--- config.mk ---
export PLATFORM = sky130hd
export DESIGN_NAME = xirq_capture
export DESIGN_NICKNAME = d
export VERILOG_FILES = /design/src/rtl/xirq_pkg.sv /design/src/rtl/xirq_trigger_merge.sv /design/src/rtl/xirq_edge_detect.sv /design/src/rtl/xirq_req_latch.sv /design/src/rtl/xirq_capture.sv
export SDC_FILE = /design/constraint.sdc
export NUM_CORES = 1
export LEC_CHECK = 0
export ABC_AREA = 1
export ABC_CLOCK_PERIOD_IN_PS = 2400
export BUFFER_PORTS_ARGS = -buffer_cell sky130_fd_sc_hd__buf_2
export CAP_MARGIN = 20
export CORE_AREA = 2 2 39 41
export CTS_BUF_LIST = sky130_fd_sc_hd__clkbuf_4 sky130_fd_sc_hd__clkbuf_8
export DETAILED_ROUTE_END_ITERATION = 12
export DIE_AREA = 0 0 41 43
export GPL_ROUTABILITY_DRIVEN = 0
export PLACE_DENSITY = 0.39
export SYNTH_ARGS = -nofsm -noshare
export SYNTH_HDL_FRONTEND = slang
export SYNTH_SLANG_ARGS = --single-unit
--- constraint.sdc ---
create_clock -name clk -period 2.4 [get_ports clk]
set_clock_uncertainty 0.2 [all_clocks]
set_input_delay 0.24 -clock clk [delete_from_list [all_inputs] [get_ports clk]]
set_output_delay 0.24 -clock clk [all_outputs]
set_load 0.02 [all_outputs]
--- src/rtl/xirq_pkg.sv ---
package xirq_pkg;

  localparam int unsigned XIRQ_NPORT = 4;

  // Merged active-low trigger: main line low, or any enabled port line high.
  function automatic logic merge_trigger(input logic pin_n,
                                         input logic any_port);
    return pin_n & ~any_port;
  endfunction

  // A falling edge of the merged trigger.
  function automatic logic is_fall(input logic prev_n, input logic cur_n);
    return prev_n & ~cur_n;
  endfunction

  // Set condition of the request latch.
  function automatic logic set_term(input logic fall, input logic lvl,
                                    input logic cur_n);
    return fall | (lvl & ~cur_n);
  endfunction

  // Next latch value: a set takes priority over the vector fetch clear.
  function automatic logic latch_next(input logic cur, input logic set,
                                      input logic clr);
    return set | (cur & ~clr);
  endfunction

endpackage

--- src/rtl/xirq_trigger_merge.sv ---
module xirq_trigger_merge #(
  parameter int unsigned NPORT = xirq_pkg::XIRQ_NPORT
) (
  input  logic             irq_pin_n,
  input  logic [NPORT-1:0] port_pins,
  input  logic             port_irq_en,
  output logic             any_port,
  output logic             trig_n
);
  import xirq_pkg::*;

  logic [NPORT-1:0] gated;

  for (genvar g = 0; g < NPORT; g++) begin : g_gate
    assign gated[g] = port_pins[g] & port_irq_en;
  end

  assign any_port = |gated;
  assign trig_n   = merge_trigger(irq_pin_n, any_port);

  // an active port line dominates the main line.
  always_comb begin
    if (any_port) assert_port_masks_pin_R10: assert (!trig_n);
  end

endmodule

--- src/rtl/xirq_edge_detect.sv ---
module xirq_edge_detect (
  input  logic clk,
  input  logic rst_n,
  input  logic trig_n,
  input  logic level_mode,
  output logic fall_evt,
  output logic set_evt
);
  import xirq_pkg::*;

  logic prev_n;

  always_ff @(posedge clk or negedge rst_n) begin
    if (!rst_n) prev_n <= 1'b1;
    else        prev_n <= trig_n;
  end

  assign fall_evt = is_fall(prev_n, trig_n);
  assign set_evt  = set_term(fall_evt, level_mode, trig_n);

  // two falls cannot follow each other without a return to 1.
  assert_no_back_to_back_fall_R3: assert property (@(posedge clk) disable iff (!rst_n)
    fall_evt |=> !fall_evt);

endmodule

--- src/rtl/xirq_req_latch.sv ---
module xirq_req_latch (
  input  logic clk,
  input  logic rst_n,
  input  logic set_evt,
  input  logic vec_fetch,
  output logic latch_q
);
  import xirq_pkg::*;

  always_ff @(posedge clk or negedge rst_n) begin
    if (!rst_n) latch_q <= 1'b0;
    else        latch_q <= latch_next(latch_q, set_evt, vec_fetch);
  end

  // a set always leaves the latch at 1.
  assert_set_wins_R6: assert property (@(posedge clk) disable iff (!rst_n)
    set_evt |=> latch_q);
  // a clear with no competing set empties the latch.
  assert_clear_R5: assert property (@(posedge clk) disable iff (!rst_n)
    (vec_fetch && !set_evt) |=> !latch_q);
  // without a set or a clear the latch holds.
  assert_hold_R8: assert property (@(posedge clk) disable iff (!rst_n)
    (!vec_fetch && !set_evt) |=> $stable(latch_q));

endmodule

--- src/rtl/xirq_capture.sv ---
module xirq_capture #(
  parameter int unsigned NPORT = xirq_pkg::XIRQ_NPORT
) (
  input  logic             clk,
  input  logic             rst_n,
  input  logic             irq_pin_n,
  input  logic [NPORT-1:0] port_pins,
  input  logic             port_irq_en,
  input  logic             level_mode,
  input  logic             cpu_mask,
  input  logic             en_wr,
  input  logic             en_wdata,
  input  logic             vec_fetch,
  output logic             irq_pending,
  output logic             req_status,
  output logic             irq_enable
);

  logic any_port;
  logic trig_n;
  logic fall_evt;
  logic set_evt;
  logic latch_q;
  logic enable_q;
  logic pending_q;
  logic armed_q;

  xirq_trigger_merge #(.NPORT(NPORT)) u_merge (
    .irq_pin_n  (irq_pin_n),
    .port_pins  (port_pins),
    .port_irq_en(port_irq_en),
    .any_port   (any_port),
    .trig_n     (trig_n)
  );

  xirq_edge_detect u_edge (
    .clk       (clk),
    .rst_n     (rst_n),
    .trig_n    (trig_n),
    .level_mode(level_mode),
    .fall_evt  (fall_evt),
    .set_evt   (set_evt)
  );

  xirq_req_latch u_latch (
    .clk      (clk),
    .rst_n    (rst_n),
    .set_evt  (set_evt),
    .vec_fetch(vec_fetch),
    .latch_q  (latch_q)
  );

  // local enable register.
  always_ff @(posedge clk or negedge rst_n) begin
    if (!rst_n)     enable_q <= 1'b0;
    else if (en_wr) enable_q <= en_wdata;
  end

  // registered pending output.
  always_ff @(posedge clk or negedge rst_n) begin
    if (!rst_n) pending_q <= 1'b0;
    else        pending_q <= latch_q & ~cpu_mask & enable_q;
  end

  always_ff @(posedge clk or negedge rst_n) begin
    if (!rst_n) armed_q <= 1'b0;
    else        armed_q <= 1'b1;
  end

  assign irq_pending = pending_q;
  assign req_status  = latch_q;
  assign irq_enable  = enable_q;

  // the global mask blocks the pending output.
  assert_mask_blocks_R8: assert property (@(posedge clk) disable iff (!rst_n)
    cpu_mask |=> !irq_pending);
  // a pending request needs an enabled block.
  assert_enable_blocks_R7: assert property (@(posedge clk) disable iff (!rst_n)
    !irq_enable |=> !irq_pending);
  // a write is visible on the readback.
  assert_enable_write_R12: assert property (@(posedge clk) disable iff (!rst_n)
    en_wr |=> (irq_enable == $past(en_wdata)));
  // a port line held high for two cycles hides every edge.
  assert_port_hides_edges_R10: assert property (@(posedge clk) disable iff (!rst_n)
    (armed_q && any_port) |=> !fall_evt);

endmodule

==> results by group <==
Run status
  • Run status: finished, final reports clean

Route
  • Number of routed nets with antenna violations: 0
  • Met3 WL: 12 µm
  • Top sig layer: met3
  • Met2 Wirelength: 253 µm
  • DR WL/cell: 7.107 µm
  • TritonRoute pass-1 iters: 1
  • Via density per instance: 3.196
  • Met1 WL: 133 µm
  • Post-Route WL: 398 µm
  • Starting DRC count in detailed routing: 0
  • Via Count: 179
  • DRC viols: 0

Place
  • Placed Cells: 50
  • Place WS: 1.370 ns
  • Port bufs: 15
  • Area post-placement: 262.8 µm²

Layout
  • Layout area overhead: 86.57%
  • ANT cells: 0
  • Final net count: 54
  • Final instance area: 312.8 µm²
  • Layout cell share with drive strength beyond 1: 0.5250
  • Post-layout util: 0.2260
  • Non-Filler Instances: 56

Die
  • I/O Pins: 16
  • Die H: 43 µm
  • Starting density of the core: 0.1212
  • Chip Width: 41 µm
  • Row cnt: 14
  • Die area: 0.001763 mm²
  • Core Region: 0.001384 mm²

Clocking
  • Reg clk slew, reported paths: 0.05 ns
  • Worst-Skew Late Latency: 0.23 ns
  • Clock Path Buffers: 2
  • Clk sink count: 4
  • CTS tree: done
  • Cts bufs inserted: 3
  • H-tree depth: 1
  • Root Driver: clkbuf_4
  • Setup Buffers After CTS: 0

Power and ir drop
  • Pwr/cell area: 674.8 mW/mm²
  • Net Sw Power: 0.04705 mW
  • Internal: 0.1640 mW
  • VDD IR-drop max: 0.0001693 V
  • Leak Pwr: 0.1800 nW
  • Combinational Power Share: 0.154
  • Share of total power in the clock network: 0.487
  • Sw frac: 0.2229
  • Sequential Power Share: 0.358
  • Pwr Total: 0.2111 mW

Synth
  • Syn nets: 32
  • Yosys Warn Count: 0
  • Synth top cells by count: 6 x nand2_1, 3 x dfrtp_1, 3 x inv_1, 2 x nor2_1
  • Post-Syn Area: 167.7 µm²
  • Synth Register Bits: 4
  • Top-count cell post-synth: nand2_1
  • Unique cell type count in the Yosys netlist: 9
  • Post-synth EDFFs: 0
  • Ys async rst share: 1.000
  • Top cell type by total area after synthesis: dfrtp_1
  • Top_reg_cell synth: dfrtp_1
  • Main area contributors after synthesis: dfrtp_1 45%, dfstp_2 16%, nand2_1 13%
  • Share of the synthesized area in the top cell type: 0.4478
  • Register area share after synthesis: 0.6045
  • Gate count after technology mapping: 19
  • Avg Inst Size Synth: 8.824 µm²

STA
  • Final Cycle Share: 0.4989
  • Fin crit period: 1.197 ns
  • Max Slew Vio Count: 0
  • Tightest Pin Transition: 0.1929 ns
  • Slew Limit Headroom: 0.8704
  • Post-route setup slack: 1.203 ns
  • Worst Hold Slack: 0.008417 ns
  • Final hold violations: 0
  • RSZ-0062 raised after global routing: no
  • Setup Viol. Count Final: 0
  • Fmax: 0.8351 GHz
  • Setup TNS: 0 ns

Global routing
  • GRT Overall Usage: 0.05930
  • Initial antenna violation count: 0
  • First-pass GRT wire length: 627 µm
  • Vias in the first global route: 184
  • Largest net degree at the start of global routing: 5
  • Remaining Overflow, GRT: 0

Critical path
  • Max incr delay on CP: 0.36 ns
  • Crit-path slowest cell: dfrtp_1
  • Worst Path Max Fanout: 2
  • CP Cell Sequence: buf_2
  • Startpoint Class: flip-flop
  • Crit Path Category: flip-flop to output port
  • Crit path buf inv count: 1
  • Crit path capture type: output port
  • Largest delay share family, worst path: flip-flops
  • CP Data Required Time: 1.96 ns
  • CP arrival: 0.76 ns

Worst hold path
  • Hold crit path type: input port to flip-flop

Job
  • # Max-Cap Violations: 0
[area by class of cell]
class	count	area, µm²
clock buffers	4	30.03
fillers	163	1071
inverters	3	11.26
multi-input cells	12	55.05
flip-flops and latches	4	101.3
well taps	16	20.02
repair buffers	17	95.09
[state kept, by name, indices dropped and copies added (netlist names)]
signal,flops
u_edge.prev_n,1
u_latch.latch_q,1
irq_pending,1
irq_enable,1
[kinds of logic (layout without fill, tap and decap cells)]
group / Yosys count / count (layout) / synth area share
AND/OR/NAND/NOR: 11 / 11 / 0.2985
flip-flops: 4 / 4 / 0.6045
buffers and inverters: 3 / 24 / 0.06716
AO/OA/AOI/OAI: 1 / 1 / 0.02982
[cells in the final DEF (no fill, tap or decap)]
cell type      netlist  routed
or2_4                1       1
inv_1                3       3
nand2_1              6       6
dlygate4sd3_1        0       2
o21ai_0              1       1
dfrtp_1              3       3
dfstp_2              1       1
or2_0                1       1
buf_2                0      15
clkbuf_4             0       4
nor3_1               1       1
nor2_1               2       2
[per-layer routing]
layer | vias to the layer above | global-route usage
met3 | 0 | 0.03141
met4 | 0 | 0.06000
met5 | - | 0
met2 | 3 | 0.1000
met1 | 77 | 0.03871
li1 | 99 | -
[worst paths after layout]
kind / from / end / slack [ns] / depth (start not counted)
min in group asynchronous: rst_n / irq_enable / 0.13 / 2
worst min register to register: u_latch.latch_q / irq_pending / 0.32 / 2
max in group asynchronous: rst_n / u_edge.prev_n / 1.65 / 2
worst min-delay path: en_wr / irq_enable / 0.008 / 2
worst max register to register: u_edge.prev_n / u_latch.latch_q / 1.40 / 3
worst max-delay path: irq_enable / irq_enable / 1.20 / 1
[power by group through the flow]
stage                     logic (mW)  registers, mW  clock network [mW]
after global routing          0.0368         0.0760               0.116
final                         0.0326         0.0756               0.103
after global placement        0.0305         0.0763                   0
after detailed placement      0.0306         0.0763                   0
after CTS                     0.0333         0.0755               0.107
after floorplan              0.00859         0.0821                   0
[repair_timing]
item | in CTS | in global routing
hold buffers | 2 | 0
endpoints found under the hold margin | 5 | 0
resized for setup | 0 | 0
setup endpoints to repair | 0 | 0
No activity file was read; power rests on OpenSTA's default activity.
